<file path="config.mk">
export PLATFORM = sky130hd
export DESIGN_NAME = sample_queue
export DESIGN_NICKNAME = d
export VERILOG_FILES = /design/src/rtl/sq_pkg.sv /design/src/rtl/sq_format.sv /design/src/rtl/sq_store.sv /design/src/rtl/sq_alert.sv /design/src/rtl/sample_queue.sv
export SDC_FILE = /design/constraint.sdc
export NUM_CORES = 1
export LEC_CHECK = 0
export ABC_AREA = 1
export BUFFER_PORTS_ARGS = -buffer_cell sky130_fd_sc_hd__buf_4
export CAP_MARGIN = 15
export CORE_UTILIZATION = 55
export CTS_CLUSTER_SIZE = 28
export DETAILED_ROUTE_END_ITERATION = 10
export PLACE_DENSITY = 0.86
export RECOVER_POWER = 50
export SETUP_SLACK_MARGIN = 0.15
export SLEW_MARGIN = 20
export SYNTH_ARGS = -nofsm -noshare
export SYNTH_HDL_FRONTEND = slang
export SYNTH_SLANG_ARGS = --single-unit
</file>
<file path="constraint.sdc">
create_clock -name clk -period 3.1 [get_ports clk]
set_input_delay 0 -clock clk [delete_from_list [all_inputs] [get_ports clk]]
set_output_delay 0 -clock clk [all_outputs]
set_load 0.01 [all_outputs]
</file>
<file path="src/rtl/sq_pkg.sv">
package sq_pkg;
    typedef enum logic [1:0] {
        Q_EMPTY   = 2'd0,
        Q_PARTIAL = 2'd1,
        Q_FULL    = 2'd2
    } q_state_t;
endpackage

</file>
<file path="src/rtl/sq_format.sv">
module sq_format #(
    parameter int RES_W   = 12,
    parameter int ENTRY_W = 16,
    parameter int SHIFT   = 4,
    parameter int ERR_BIT = 15
) (
    input  logic [RES_W-1:0]   res,
    input  logic               err,
    input  logic               byte_mode,
    input  logic               err_tag,
    output logic [ENTRY_W-1:0] entry
);
    always_comb begin
        entry = '0;
        if (byte_mode) begin
            entry[RES_W-1:0] = res >> SHIFT;
        end else begin
            entry[RES_W-1:0] = res;
        end
        if (err_tag) begin
            entry[ERR_BIT] = err;
        end
    end
endmodule

</file>
<file path="src/rtl/sq_store.sv">
module sq_store
    import sq_pkg::*;
#(
    parameter int DEPTH = 4,
    parameter int W     = 16,
    localparam int CW   = $clog2(DEPTH + 1),
    localparam int PW   = (DEPTH > 1) ? $clog2(DEPTH) : 1
) (
    input  logic          clk,
    input  logic          rst_n,
    input  logic          push,
    input  logic [W-1:0]  din,
    input  logic          pop,
    output logic [W-1:0]  dout,
    output logic [CW-1:0] count,
    output logic          full,
    output logic          empty,
    output logic          push_dropped,
    output logic          pop_missed
);
    q_state_t state, state_nx;
    logic [W-1:0]  mem [DEPTH];
    logic [PW-1:0] wr_ptr, rd_ptr;
    logic          do_push, do_pop;

    assign do_pop       = pop && !empty;
    assign do_push      = push && (!full || pop);
    assign push_dropped = push && full && !pop;
    assign pop_missed   = pop && empty;

    // occupancy state register
    always_ff @(posedge clk or negedge rst_n) begin
        if (!rst_n) state <= Q_EMPTY;
        else        state <= state_nx;
    end

    // transitions: fill, drain, top-off, release
    always_comb begin
        state_nx = state;
        unique case (state)
            Q_EMPTY: begin
                if (do_push) state_nx = (DEPTH == 1) ? Q_FULL : Q_PARTIAL;
            end
            Q_PARTIAL: begin
                if (do_push && !do_pop && count == CW'(DEPTH - 1))
                    state_nx = Q_FULL;
                else if (do_pop && !do_push && count == CW'(1))
                    state_nx = Q_EMPTY;
            end
            Q_FULL: begin
                if (do_pop && !do_push)
                    state_nx = (DEPTH == 1) ? Q_EMPTY : Q_PARTIAL;
            end
            default: state_nx = Q_EMPTY;
        endcase
    end

    // outputs from state
    always_comb begin
        full  = 1'b0;
        empty = 1'b0;
        unique case (state)
            Q_EMPTY:   empty = 1'b1;
            Q_PARTIAL: ;
            Q_FULL:    full = 1'b1;
            default:   empty = 1'b1;
        endcase
    end

    always_ff @(posedge clk or negedge rst_n) begin
        if (!rst_n) begin
            count  <= '0;
            wr_ptr <= '0;
            rd_ptr <= '0;
        end else begin
            count <= count + {{(CW-1){1'b0}}, do_push} - {{(CW-1){1'b0}}, do_pop};
            if (do_push) wr_ptr <= (wr_ptr == PW'(DEPTH - 1)) ? '0 : wr_ptr + 1'b1;
            if (do_pop)  rd_ptr <= (rd_ptr == PW'(DEPTH - 1)) ? '0 : rd_ptr + 1'b1;
        end
    end

    always_ff @(posedge clk) begin
        if (do_push) mem[wr_ptr] <= din;
    end

    assign dout = empty ? '0 : mem[rd_ptr];

    a_r5_state_match: assert property (@(posedge clk) disable iff (!rst_n)
        ((state == Q_FULL) == (count == CW'(DEPTH))) &&
        ((state == Q_EMPTY) == (count == '0)));
    a_r5_level_bound: assert property (@(posedge clk) disable iff (!rst_n)
        count <= CW'(DEPTH));
    a_r6_full_hold: assert property (@(posedge clk) disable iff (!rst_n)
        (full && push && !pop) |=> full);
endmodule

</file>
<file path="src/rtl/sq_alert.sv">
module sq_alert #(
    parameter int LVL_W = 4
) (
    input  logic             clk,
    input  logic             rst_n,
    input  logic             push_dropped,
    input  logic             pop_missed,
    input  logic             clr_ovf,
    input  logic             clr_unf,
    input  logic [LVL_W-1:0] level,
    input  logic [LVL_W-1:0] thresh,
    input  logic             dma_en,
    input  logic             irq_en,
    input  logic             irq_force,
    output logic             ovf_flag,
    output logic             unf_flag,
    output logic             irq_raw,
    output logic             irq_out,
    output logic             dma_req
);
    always_ff @(posedge clk or negedge rst_n) begin
        if (!rst_n) begin
            ovf_flag <= 1'b0;
            unf_flag <= 1'b0;
        end else begin
            if (push_dropped)  ovf_flag <= 1'b1;
            else if (clr_ovf)  ovf_flag <= 1'b0;
            if (pop_missed)    unf_flag <= 1'b1;
            else if (clr_unf)  unf_flag <= 1'b0;
        end
    end

    assign irq_raw = (level >= thresh);
    assign dma_req = dma_en & irq_raw;
    assign irq_out = (irq_raw & irq_en) | irq_force;

    a_r6_ovf_sticky: assert property (@(posedge clk) disable iff (!rst_n)
        (ovf_flag && !clr_ovf) |=> ovf_flag);
    a_r7_unf_set: assert property (@(posedge clk) disable iff (!rst_n)
        pop_missed |=> unf_flag);
    a_r8_clear: assert property (@(posedge clk) disable iff (!rst_n)
        (clr_unf && !pop_missed) |=> !unf_flag);
endmodule

</file>
<file path="src/rtl/sample_queue.sv">
module sample_queue #(
    parameter int DEPTH   = 4,
    parameter int RES_W   = 12,
    parameter int ENTRY_W = 16,
    parameter int SHIFT   = 4,
    parameter int LVL_W   = 4,
    localparam int ERR_BIT = ENTRY_W - 1,
    localparam int CW      = $clog2(DEPTH + 1)
) (
    input  logic               clk,
    input  logic               rst_n,
    input  logic               conv_done,
    input  logic [RES_W-1:0]   conv_result,
    input  logic               conv_err,
    input  logic               cap_en,
    input  logic               byte_mode,
    input  logic               err_tag,
    input  logic               dma_en,
    input  logic [LVL_W-1:0]   thresh,
    input  logic               rd_pop,
    output logic [ENTRY_W-1:0] rd_data,
    output logic [LVL_W-1:0]   level,
    output logic               full,
    output logic               empty,
    output logic               ovf_flag,
    output logic               unf_flag,
    input  logic               clr_ovf,
    input  logic               clr_unf,
    input  logic               irq_en,
    input  logic               irq_force,
    output logic               irq_raw,
    output logic               irq_out,
    output logic               dma_req
);
    logic [ENTRY_W-1:0] entry;
    logic [CW-1:0]      count;
    logic               push, push_dropped, pop_missed;

    assign push  = conv_done & cap_en;
    assign level = LVL_W'(count);

    sq_format #(.RES_W(RES_W), .ENTRY_W(ENTRY_W), .SHIFT(SHIFT), .ERR_BIT(ERR_BIT)) u_fmt (
        .res(conv_result), .err(conv_err), .byte_mode(byte_mode),
        .err_tag(err_tag), .entry(entry)
    );

    sq_store #(.DEPTH(DEPTH), .W(ENTRY_W)) u_store (
        .clk(clk), .rst_n(rst_n), .push(push), .din(entry), .pop(rd_pop),
        .dout(rd_data), .count(count), .full(full), .empty(empty),
        .push_dropped(push_dropped), .pop_missed(pop_missed)
    );

    sq_alert #(.LVL_W(LVL_W)) u_alert (
        .clk(clk), .rst_n(rst_n), .push_dropped(push_dropped),
        .pop_missed(pop_missed), .clr_ovf(clr_ovf), .clr_unf(clr_unf),
        .level(level), .thresh(thresh), .dma_en(dma_en), .irq_en(irq_en),
        .irq_force(irq_force), .ovf_flag(ovf_flag), .unf_flag(unf_flag),
        .irq_raw(irq_raw), .irq_out(irq_out), .dma_req(dma_req)
    );

    a_r1_no_capture: assert property (@(posedge clk) disable iff (!rst_n)
        (!cap_en && !rd_pop) |=> $stable(level));
    a_r7_empty_zero: assert property (@(posedge clk) disable iff (!rst_n)
        (empty && rd_pop) |-> (rd_data == '0));
endmodule

</file>
==> run metrics, run 1 <==
status finished, final reports clean; area share of the largest cell type after synthesis between 50% and 60%; power density cells 814 mW/mm²; hold_buf cts 7; endpoints failing setup 0; Root Buffer clkbuf_8; GR Overflow Total 0; CP Launch Type register; Multi-input gate area approximately 950 µm²; fraction of layout cells with a size suffix above 1 between 10% and 20%; max_cap viols 0; total die area approximately 0.0058 mm²; initial drt markers 96; most frequent cell after synthesis nor2_1; DR pass1 iterations 4; min cycle time layout roughly 2100 ps; area grow syn2layout 21.0%; dpl hpwl roughly 3900 µm; hold path start conv_result[3]; CTS tree built; reg2reg path depth 9; max incr delay on CP 620 ps; Clock Skews between 4 and 5 ps; die width around 76 µm; Buf/Inv on CP 2; Syn Inst Count approximately 290; Post-synth EDFFs 52; Most used DFF post-synth edfxtp_1; H-tree levels 3; max-slew violations 0; unrepaired setup endpoints after global routing no; CTS buffer count 9; synth warn 0; IO Pins 56; reg2reg start u_store.state[0]; type of the worst min-delay path input port to register; top cells by count, synth 74 x nor2_1, 52 x edfxtp_1, 26 x o21ai_0; crit path from u_store.rd_ptr[0]; Worst-Margin Slew about 720 ps; Leakage ~1.5 nW; Post-CTS Setup Bufs 0; vias in the first global route 2037; post-synthesis cell area 0.00300 mm²; Clk pin slew, worst setup/hold paths 70 ps; Routed Antenna Nets 0; worst hold slack 20.4 ps; RePlAce Congestion approximately 0.79; Async SR Flop Fraction 17.5%; crit path max fanout 27; Setup TNS Final 0 ps; WL final about 6000 µm; largest net degree at the start of global routing 28; CORE AREA just over 0.005 mm²; f_max about 0.47 GHz; flip-flop and latch count after synthesis 63; initial antenna violation count 0; setup slack, reg-to-reg ~1100 ps; Clock Sinks 63; Synth cell types 29; Tot GR Track Use 23.0%; Peak VDD IR between 0.5 and 0.6 mV; Starting Density 58.0%; Ant. Diodes 0; critical path cell sequence inv_1, o21ai_0, a21oi_1, buf_4; latest clock arrival within the worst-skew pair 330 ps; Die Height 75.8 µm; DR vias/cell around 5.2; cts repair resizes 0; DR WL/cell around 14 µm; Crit path depth 4; final hold violations 0; row cnt 26; Seq. cell area approximately 0.0018 mm²; Bufs on Longest Clock Path 2; Fillers between 300 and 400; global-route wire length before repair a little over 9000 µm; Vias between 2000 and 2500; NumNets Final ~400; Buffers on Ports roughly 50; Synth area leader edfxtp_1; critical path's top delay family buffers and inverters; Avg Inst Size Synth 10.5 µm²; worst path arrival time about 2100 ps; Slew headroom 51.9%; DRC 0; Worst path slowest cell inv_1; synth top area cells edfxtp_1 52%, nor2_1 9.3%, dfrtp_1 9.2%; CP endpoint kind output pin; critical path data required time between 3000 and 4000 ps; critical path class register to output pin; final core occ 70.2%; sequential share of the synthesized area 61.2%; period utilization roughly two thirds; Hold Path Depth 2
==> layer usage <==
metal / vias up / share of wire, % / global-route usage [%]
li1: 1064 / - / -
met5: - / 0 / 0
met1: 1036 / 41 / 26.4
met4: 0 / 0.81 / 8.85
met3: 4 / 6.5 / 7.14
met2: 77 / 51 / 40.0
==> registers in the layout, indices dropped and copies added (netlist names) <==
name / cells
u_alert.unf_flag: 1
u_store.count: 3
u_store.state: 2
u_store.wr_ptr: 2
u_store.rd_ptr: 2
u_alert.ovf_flag: 1
u_store.mem: 52
==> where the power goes <==
group          internal, mW  switching [mW]  leakage [nW]
Combinational         0.462           0.662         0.834
Sequential             1.04           0.130         0.611
Clock                 0.364           0.291        0.0892
==> worst paths after layout <==
path | endpoint
max reg2reg | u_store.count[1]
min | u_store.mem[1][3]
min in group asynchronous | u_store.state[1]
max | rd_data[2]
max in group asynchronous | u_store.state[0]
min reg2reg | u_store.state[0]
==> layout by cell type (no fill, tap or decap) <==
cell            n
xor2_1          1
nand3_1         6
edfxtp_1       52
dlygate4sd3_1   7
clkbuf_1       10
conb_1          4
bufinv_16       1
nand3_2         1
inv_1          26
ha_1           13
fa_1            1
o21ai_1         4
nand4_1         1
o21ai_0        26
mux2_1          4
o21bai_1        1
nand2_2         3
nor2_1         74
inv_2           4
xnor2_1         2
clkbuf_4        1
clkinv_2        2
nand2_1        18
or2_1           1
a21oi_1        18
buf_4          47
clkbuf_8        9
clkinvlp_4      1
dfrtp_1        11
a21o_1          1
o22ai_1         2
==> stage by stage <==
step | total power, mW | cell area (µm²) | setup WS, ps | instances
floorplan | 1.91 | 3010 | 1220 | 288
global placement | 2.26 | 3420 | 1200 | 400
detailed placement | 2.32 | 3420 | 1100 | 400
CTS | 2.99 | 3670 | 1090 | 422
global route | 3.15 | 3630 | 795 | 422
finish | 2.95 | 3630 | 979 | 422
==> kinds of logic (layout without fill, tap and decap cells) <==
logic type      after synthesis  after routing  share of synthesized area [%]
compound gates               52             52                           9.30
xor+xnor                      3              3                          0.876
fa+ha+maj                    14             14                           6.09
buf+inv                      44            108                           6.97
flops                        63             63                           61.2
mux                           4              4                           1.50
other cells                   1              4                          0.125
simple gates                104            104                           13.9
==> area by class of cell <==
type | instances | share of cell area, %
multi-input combinational | 181 | 26.3
inverter | 30 | 3.10
clock buffer | 11 | 3.62
timing repair buffer | 63 | 12.7
sequential | 63 | 50.6
clock inverter | 4 | 1.31
tap | 70 | 2.41
Note: power is estimated with default switching activity, not from simulation.
==> run 2: changes to the inputs <==
- ABC_AREA: 1 -> 0
- clock period: 3.1 -> 2.1 ns (I/O delays scaled with it)
==> run 2 against run 1 <==
Net effect: sequential share of layout area is 1.7 points lower; synthesized area is 0.33% lower; global-route usage is 2.4 points lower; critical path depth is 4 higher; clock skew is 4.2 ps higher; critical path type is now register to register; largest cell class unchanged; highest routed layer unchanged.
==> run metrics, run 2 <==
Seq. cell area 0.00184 mm² (unchanged); Fillers 347 (was 356); Clock Skews 9.10 ps (was 4.87 ps); die width 75.7 µm (was 75.8 µm); DR vias/cell 5.25 (was 5.17); Post-synth EDFFs 52 (unchanged); CORE AREA 0.00517 mm² (unchanged); Most used DFF post-synth edfxtp_1 (unchanged); Ant. Diodes 0 (unchanged); Die Height 75.7 µm (was 75.8 µm); crit path max fanout 3 (was 27); Routed Antenna Nets 0 (unchanged); Root Buffer clkbuf_8 (unchanged); DRC 0 (unchanged); f_max 0.505 GHz; CP endpoint kind register (was output pin); commonest cells after routing, fill and taps aside 55 x buf_4, 52 x edfxtp_1, 19 x and2_1 (was 74 x nor2_1, 52 x edfxtp_1, 47 x buf_4); min cycle time layout 1980 ps; max_cap viols 0 (unchanged); RePlAce Congestion 0.732 (was 0.785); Clk pin slew, worst setup/hold paths 70 ps (about the same); commonest non-fill, non-tap cell in the layout buf_4 (was nor2_1); Avg Inst Size Synth 16.2 µm² (was 10.5 µm²); critical path class register to register (was register to output pin); row cnt 26 (unchanged); H-tree levels 3 (unchanged); top cells by count, synth 52 x edfxtp_1, 20 x and2_1, 13 x ha_1 (was 74 x nor2_1, 52 x edfxtp_1, 26 x o21ai_0); Synth area leader edfxtp_1 (unchanged); NumNets Final 302 (was 391); Bufs on Longest Clock Path 2 (unchanged); fraction of layout cells with a size suffix above 1 35.2% (was 19.6%); initial drt markers 61 (was 96); Clock Sinks 63 (unchanged); fin cells 334 (was 422); type of the worst min-delay path input port to register (unchanged); Buffers on Ports 51 (unchanged); period utilization roughly 94%; GR Util met3 7.54% (was 7.14%); synth warn 0 (unchanged); Leakage 1.49 nW (was 1.53 nW); CTS tree built (unchanged); synth top area cells edfxtp_1 52%, dfrtp_1 9.2%, mux4_2 6.0% (was edfxtp_1 52%, nor2_1 9.3%, dfrtp_1 9.2%); CP Launch Type register (unchanged); latest clock arrival within the worst-skew pair 340 ps (was 330 ps); most frequent cell after synthesis edfxtp_1 (was nor2_1); status finished, final reports clean (unchanged); GR Overflow Total 0 (unchanged); post-synthesis cell area 0.00299 mm² (was 0.00300 mm²); global-route wire length before repair 7940 µm (was 9180 µm); Multi-input gate area 0.00106 mm² (was 953 µm²); IO Pins 56 (unchanged); Starting Density 57.8% (was 58.0%); Syn Inst Count 185 (was 285); WL final 5320 µm (was 6040 µm); worst path arrival time 2190 ps (was 2120 ps); sequential share of the synthesized area 61.4% (was 61.2%); vias in the first global route 1728 (was 2037); Peak VDD IR 0.709 mV (was 0.574 mV); Synth cell types 36 (was 29); Top Registers u_store.mem (52), u_store.count (3) (unchanged); Slew headroom 54.7% (was 51.9%); Inst Count DP 307 (was 400); final hold violations 0 (unchanged); Setup TNS Final 0 ps (unchanged); max FFs per register 52 (unchanged); Vias 1754 (was 2181); max-slew violations 0 (unchanged); Worst-Margin Slew 679 ps (was 721 ps); area share of the largest cell type after synthesis 52.2% (was 52.1%); endpoints failing setup 0 (unchanged); flip-flop and latch count after synthesis 63 (unchanged); DR pass1 iterations 4 (unchanged); initial antenna violation count 0 (unchanged); unrepaired setup endpoints after global routing yes (was no); layer with the highest usage met2 (unchanged); met1 GRT Util 23.3% (was 26.4%); largest net degree at the start of global routing 17 (was 28); total die area 0.00573 mm² (was 0.00575 mm²); critical path data required time 2310 ps (was 3100 ps); dpl hpwl 3640 µm (was 3870 µm); Tot GR Track Use 20.5% (was 23.0%); Async SR Flop Fraction 17.5% (unchanged); Biggest register u_store.mem (unchanged); met2 GRT Util 35.8% (was 40.0%); DR WL/cell 15.9 µm (was 14.3 µm); Pwr Total 4.82 mW (was 2.95 mW); CTS buffer count 9 (unchanged); area grow syn2layout 25.6% (was 21.0%); power density cells 1280 mW/mm² (was 814 mW/mm²)
[run 2: layout make-up]
| class | instances | share of cell area (%) |
|---|---|---|
| Multi-Input combinational cell | 103 | 28.3 |
| Clock inverter | 6 | 1.63 |
| Sequential cell | 63 | 48.9 |
| Inverter | 12 | 1.20 |
| Tap cell | 70 | 2.33 |
| Timing Repair Buffer | 70 | 14.2 |
| Clock buffer | 10 | 3.40 |
[run 2: final timing paths]
check | start | endpoint | slack (ps) | depth (start not counted)
worst max-delay path | u_store.state[0] | u_store.count[2] | 120 | 8
worst min-delay path | conv_result[4] | u_store.mem[0][0] | 30 | 2
worst max register to register | u_store.state[0] | u_store.count[2] | 120 | 8
worst min register to register | u_alert.ovf_flag | u_alert.ovf_flag | 520 | 1
max in group asynchronous | rst_n | u_store.wr_ptr[1] | 1510 | 2
min in group asynchronous | rst_n | u_store.rd_ptr[0] | 190 | 2
[run 2: through the flow]
| stage | utilization [%] | cell area (µm²) | hold WS, ps | setup WS (ps) |
|---|---|---|---|---|
| floorplan | - | 3020 | -296 | 116 |
| detailed placement | 67.1 | 3470 | -155 | 66.5 |
| finish | 72.6 | 3750 | 28.3 | 118 |
| CTS | 72.1 | 3730 | 4.89 | 152 |
| global route | 72.6 | 3750 | 18.8 | 24.4 |
| global placement | 67.1 | 3470 | -157 | 162 |
[run 2: cell families after synthesis]
group	count (synthesis)	share of synthesized area [%]
AOI/OAI and AO/OA	17	4.02
xor gates and xnor gates	4	1.17
adders and majority gates	14	6.11
buffers and inverters	22	4.39
DFF	63	61.4
muxes	23	14.1
other	1	0.125
and+or+nand+nor	41	8.58
[run 2: power breakdown]
part / total (mW) / switching, mW / internal, mW
combinational: 2.08 / 0.946 / 1.13
sequential: 1.75 / 0.182 / 1.57
clock: 0.988 / 0.447 / 0.541
total: 4.82 / 1.57 / 3.24
[run 2: critical path: stages, from the launching register on]
cell	delay, ps
dfrtp_1	410
inv_2	110
ha_4	210
and2_1	160
xnor2_1	150
nand2b_1	170
fa_2	360
xnor2_2	150
xnor2_1	130
[run 2: repair_timing]
item,CTS,global route
hold endpoints to repair,17,0
pin swaps,0,1
gates resized for setup,1,6
setup endpoints to repair,13,23
setup buffers,2,4
hold buffers,5,0
[run 2: per-layer routing]
metal  vias to the layer above  wire length (µm)  part of all wire (%)
li1                        830                 -                     -
met2                        64              2780                    52
met4                         0                71                   1.3
met1                       851              2180                    41
met5                         -                 0                     0
met3                         9               294                   5.5
==> run 3: changes to the inputs <==
- BUFFER_PORTS_ARGS: -buffer_cell sky130_fd_sc_hd__buf_4 -> -buffer_cell sky130_fd_sc_hd__buf_2
==> run 3 against run 2 <==
Net effect: non-clock buffer count is 5 higher; largest power group unchanged; global-route usage is 1.6 points higher; register-to-register slack better by 30 ps; clock power is 28% higher; final cell count is 1.5% higher.
==> run metrics, run 3 (same netlist as run 2, synthesis figures left out) <==
status finished, final reports clean (unchanged); min cycle time layout 1950 ps (was 1980 ps); hold path start conv_result[0] (was conv_result[4]); Bufs on Longest Clock Path 2 (unchanged); Clock Sinks 63 (unchanged); Slew headroom 56.4% (was 54.7%); f_max 0.512 GHz (was 0.505 GHz); endpoints failing setup 0 (unchanged); Hold Path Depth 2 (unchanged); WL final 5700 µm (was 5320 µm); Net Switching 1.67 mW (was 1.57 mW); CORE AREA 0.00517 mm² (unchanged); H-tree levels 3 (unchanged); Internal Power 3.49 mW (was 3.24 mW); reg2reg start u_store.state[1] (was u_store.state[0]); Setup TNS Final 0 ps (unchanged); Peak VDD IR 1.05 mV (was 0.709 mV); Top Registers u_store.mem (52), u_store.count (3) (unchanged); Fillers 338 (was 347); Leakage 1.53 nW (was 1.49 nW); period utilization 93.0% (was 94.4%); Biggest register u_store.mem (unchanged); switching share of power 32.4% (was 32.7%); worst hold slack 21.6 ps (was 28.3 ps); setup slack, reg-to-reg 150 ps (was 120 ps); Clk pin slew, worst setup/hold paths 70 ps (about the same); Die Height 75.7 µm (unchanged); row cnt 26 (unchanged); Ant. Diodes 0 (unchanged); global-route wire length before repair 8560 µm (was 7940 µm); Vias 1795 (was 1754); DRC 0 (unchanged); pre-CTS setup slack 45.1 ps (was 66.5 ps); sequential share of power 34.1% (was 36.3%); total die area 0.00573 mm² (unchanged); Final Cell Area 0.00375 mm² (about the same); CP Launch Type register (unchanged); critical path class register to register (unchanged); die width 75.7 µm (unchanged); commonest cells after routing, fill and taps aside 52 x edfxtp_1, 44 x buf_2, 18 x and2_1 (was 55 x buf_4, 52 x edfxtp_1, 19 x and2_1); NumNets Final 307 (was 302); Inst Count DP 307 (unchanged); Clock Skews 8.70 ps (was 9.10 ps); initial antenna violation count 0 (unchanged); fin cells 339 (was 334); type of the worst min-delay path input port to register (unchanged); max incr delay on CP 420 ps (was 410 ps); max-slew violations 0 (unchanged); Buf/Inv on CP 1 (unchanged); commonest non-fill, non-tap cell in the layout edfxtp_1 (was buf_4); CTS buffer count 9 (unchanged); clock share of power 24.5% (was 20.5%); Multi-input gate area 0.00109 mm² (was 0.00106 mm²); Seq. cell area 0.00184 mm² (unchanged); GR Overflow Total 0 (unchanged); dpl hpwl 3620 µm (was 3640 µm); Worst-Margin Slew 653 ps (was 679 ps); reg2reg path depth 8 (unchanged); Routed Antenna Nets 0 (unchanged); Worst path slowest cell dfrtp_1 (unchanged); DR vias/cell 5.29 (was 5.25); worst path arrival time 2210 ps (was 2190 ps); fraction of layout cells with a size suffix above 1 37.5% (was 35.2%); CP endpoint kind register (unchanged); worst setup margin 146 ps (was 118 ps); FF-to-FF End u_store.count[2] (unchanged); Tot GR Track Use 22.1% (was 20.5%); final hold violations 0 (unchanged); critical path cell sequence inv_2, ha_4, and2_4, xnor2_4, nand2b_4, fa_2, xnor2_2, xnor2_1 (was inv_2, ha_4, and2_1, xnor2_1, nand2b_1, fa_2, xnor2_2, xnor2_1); placed cell area 0.00334 mm² (was 0.00347 mm²); max_cap viols 0 (unchanged); max FFs per register 52 (unchanged); crit path max fanout 3 (unchanged); CTS tree built (unchanged); DR pass1 iterations 4 (unchanged); Buffers on Ports 51 (unchanged); critical path's top delay family adder cells (unchanged); Starting Density 57.8% (unchanged); critical path data required time 2350 ps (was 2310 ps); initial drt markers 59 (was 61); vias in the first global route 1805 (was 1728); Root Buffer clkbuf_8 (unchanged); power density cells 1370 mW/mm² (was 1280 mW/mm²); latest clock arrival within the worst-skew pair 340 ps (about the same); RePlAce Congestion 0.714 (was 0.732); largest net degree at the start of global routing 17 (unchanged); Comb pwr share 41.3% (was 43.2%); area grow syn2layout 25.6% (about the same); IO Pins 56 (unchanged); DR WL/cell 16.8 µm (was 15.9 µm); worst hold endpoint u_store.mem[2][0] (was u_store.mem[0][0]); unrepaired setup endpoints after global routing yes (unchanged)
-- run 3: layout make-up --
| type | count | area share (%) |
|---|---|---|
| well taps | 70 | 2.33 |
| repair buffers | 75 | 12.0 |
| clock buffers | 9 | 3.30 |
| clock inverters | 7 | 3.20 |
| multi-input cells | 103 | 29.1 |
| flip-flops and latches | 63 | 48.9 |
| inverters | 12 | 1.20 |
-- run 3: repair_timing --
action	CTS	global route
setup buffers	4	8
hold buffers	4	0
hold endpoints to repair	13	0
resized for setup	1	9
endpoints found under the setup margin	19	9
pin swaps	1	4
-- run 3: power by group through the flow --
| stage | sequential, mW | clock [mW] | combinational, mW |
|---|---|---|---|
| global placement | 1.76 | 0 | 1.80 |
| finish | 1.76 | 1.26 | 2.13 |
| floorplan | 1.72 | 0 | 1.35 |
| CTS | 1.75 | 1.29 | 1.92 |
| global route | 1.79 | 1.33 | 2.34 |
| detailed placement | 1.78 | 0 | 1.85 |
-- run 3: metrics by stage --
step	utilization, %	power [mW]
2_1_floorplan	-	3.07
3_3_place_gp	64.7	3.56
3_5_place_dp	64.7	3.62
4_1_cts	70.8	4.96
5_1_grt	72.6	5.46
6_report	72.6	5.16
-- run 3: worst max path at each step --
stage	slack, ps	endpoint	startpoint	depth (start not counted)
global route	90	irq_out	u_store.count[0]	7
CTS	160	u_store.count[2]	u_store.state[1]	8
global placement	160	u_store.count[2]	u_store.state[0]	8
finish	150	u_store.count[2]	u_store.state[1]	8
detailed placement	50	u_store.count[2]	u_store.state[0]	8
floorplan	120	u_store.count[2]	u_store.state[1]	9
-- run 3: metal layers --
metal / part of all wire (%) / up-vias / GRT usage [%]
met5: 0 / - / 0
met3: 4.4 / 10 / 6.08
met2: 54 / 58 / 38.7
met1: 40 / 890 / 25.3
li1: - / 837 / -
met4: 1.4 / 0 / 10.5
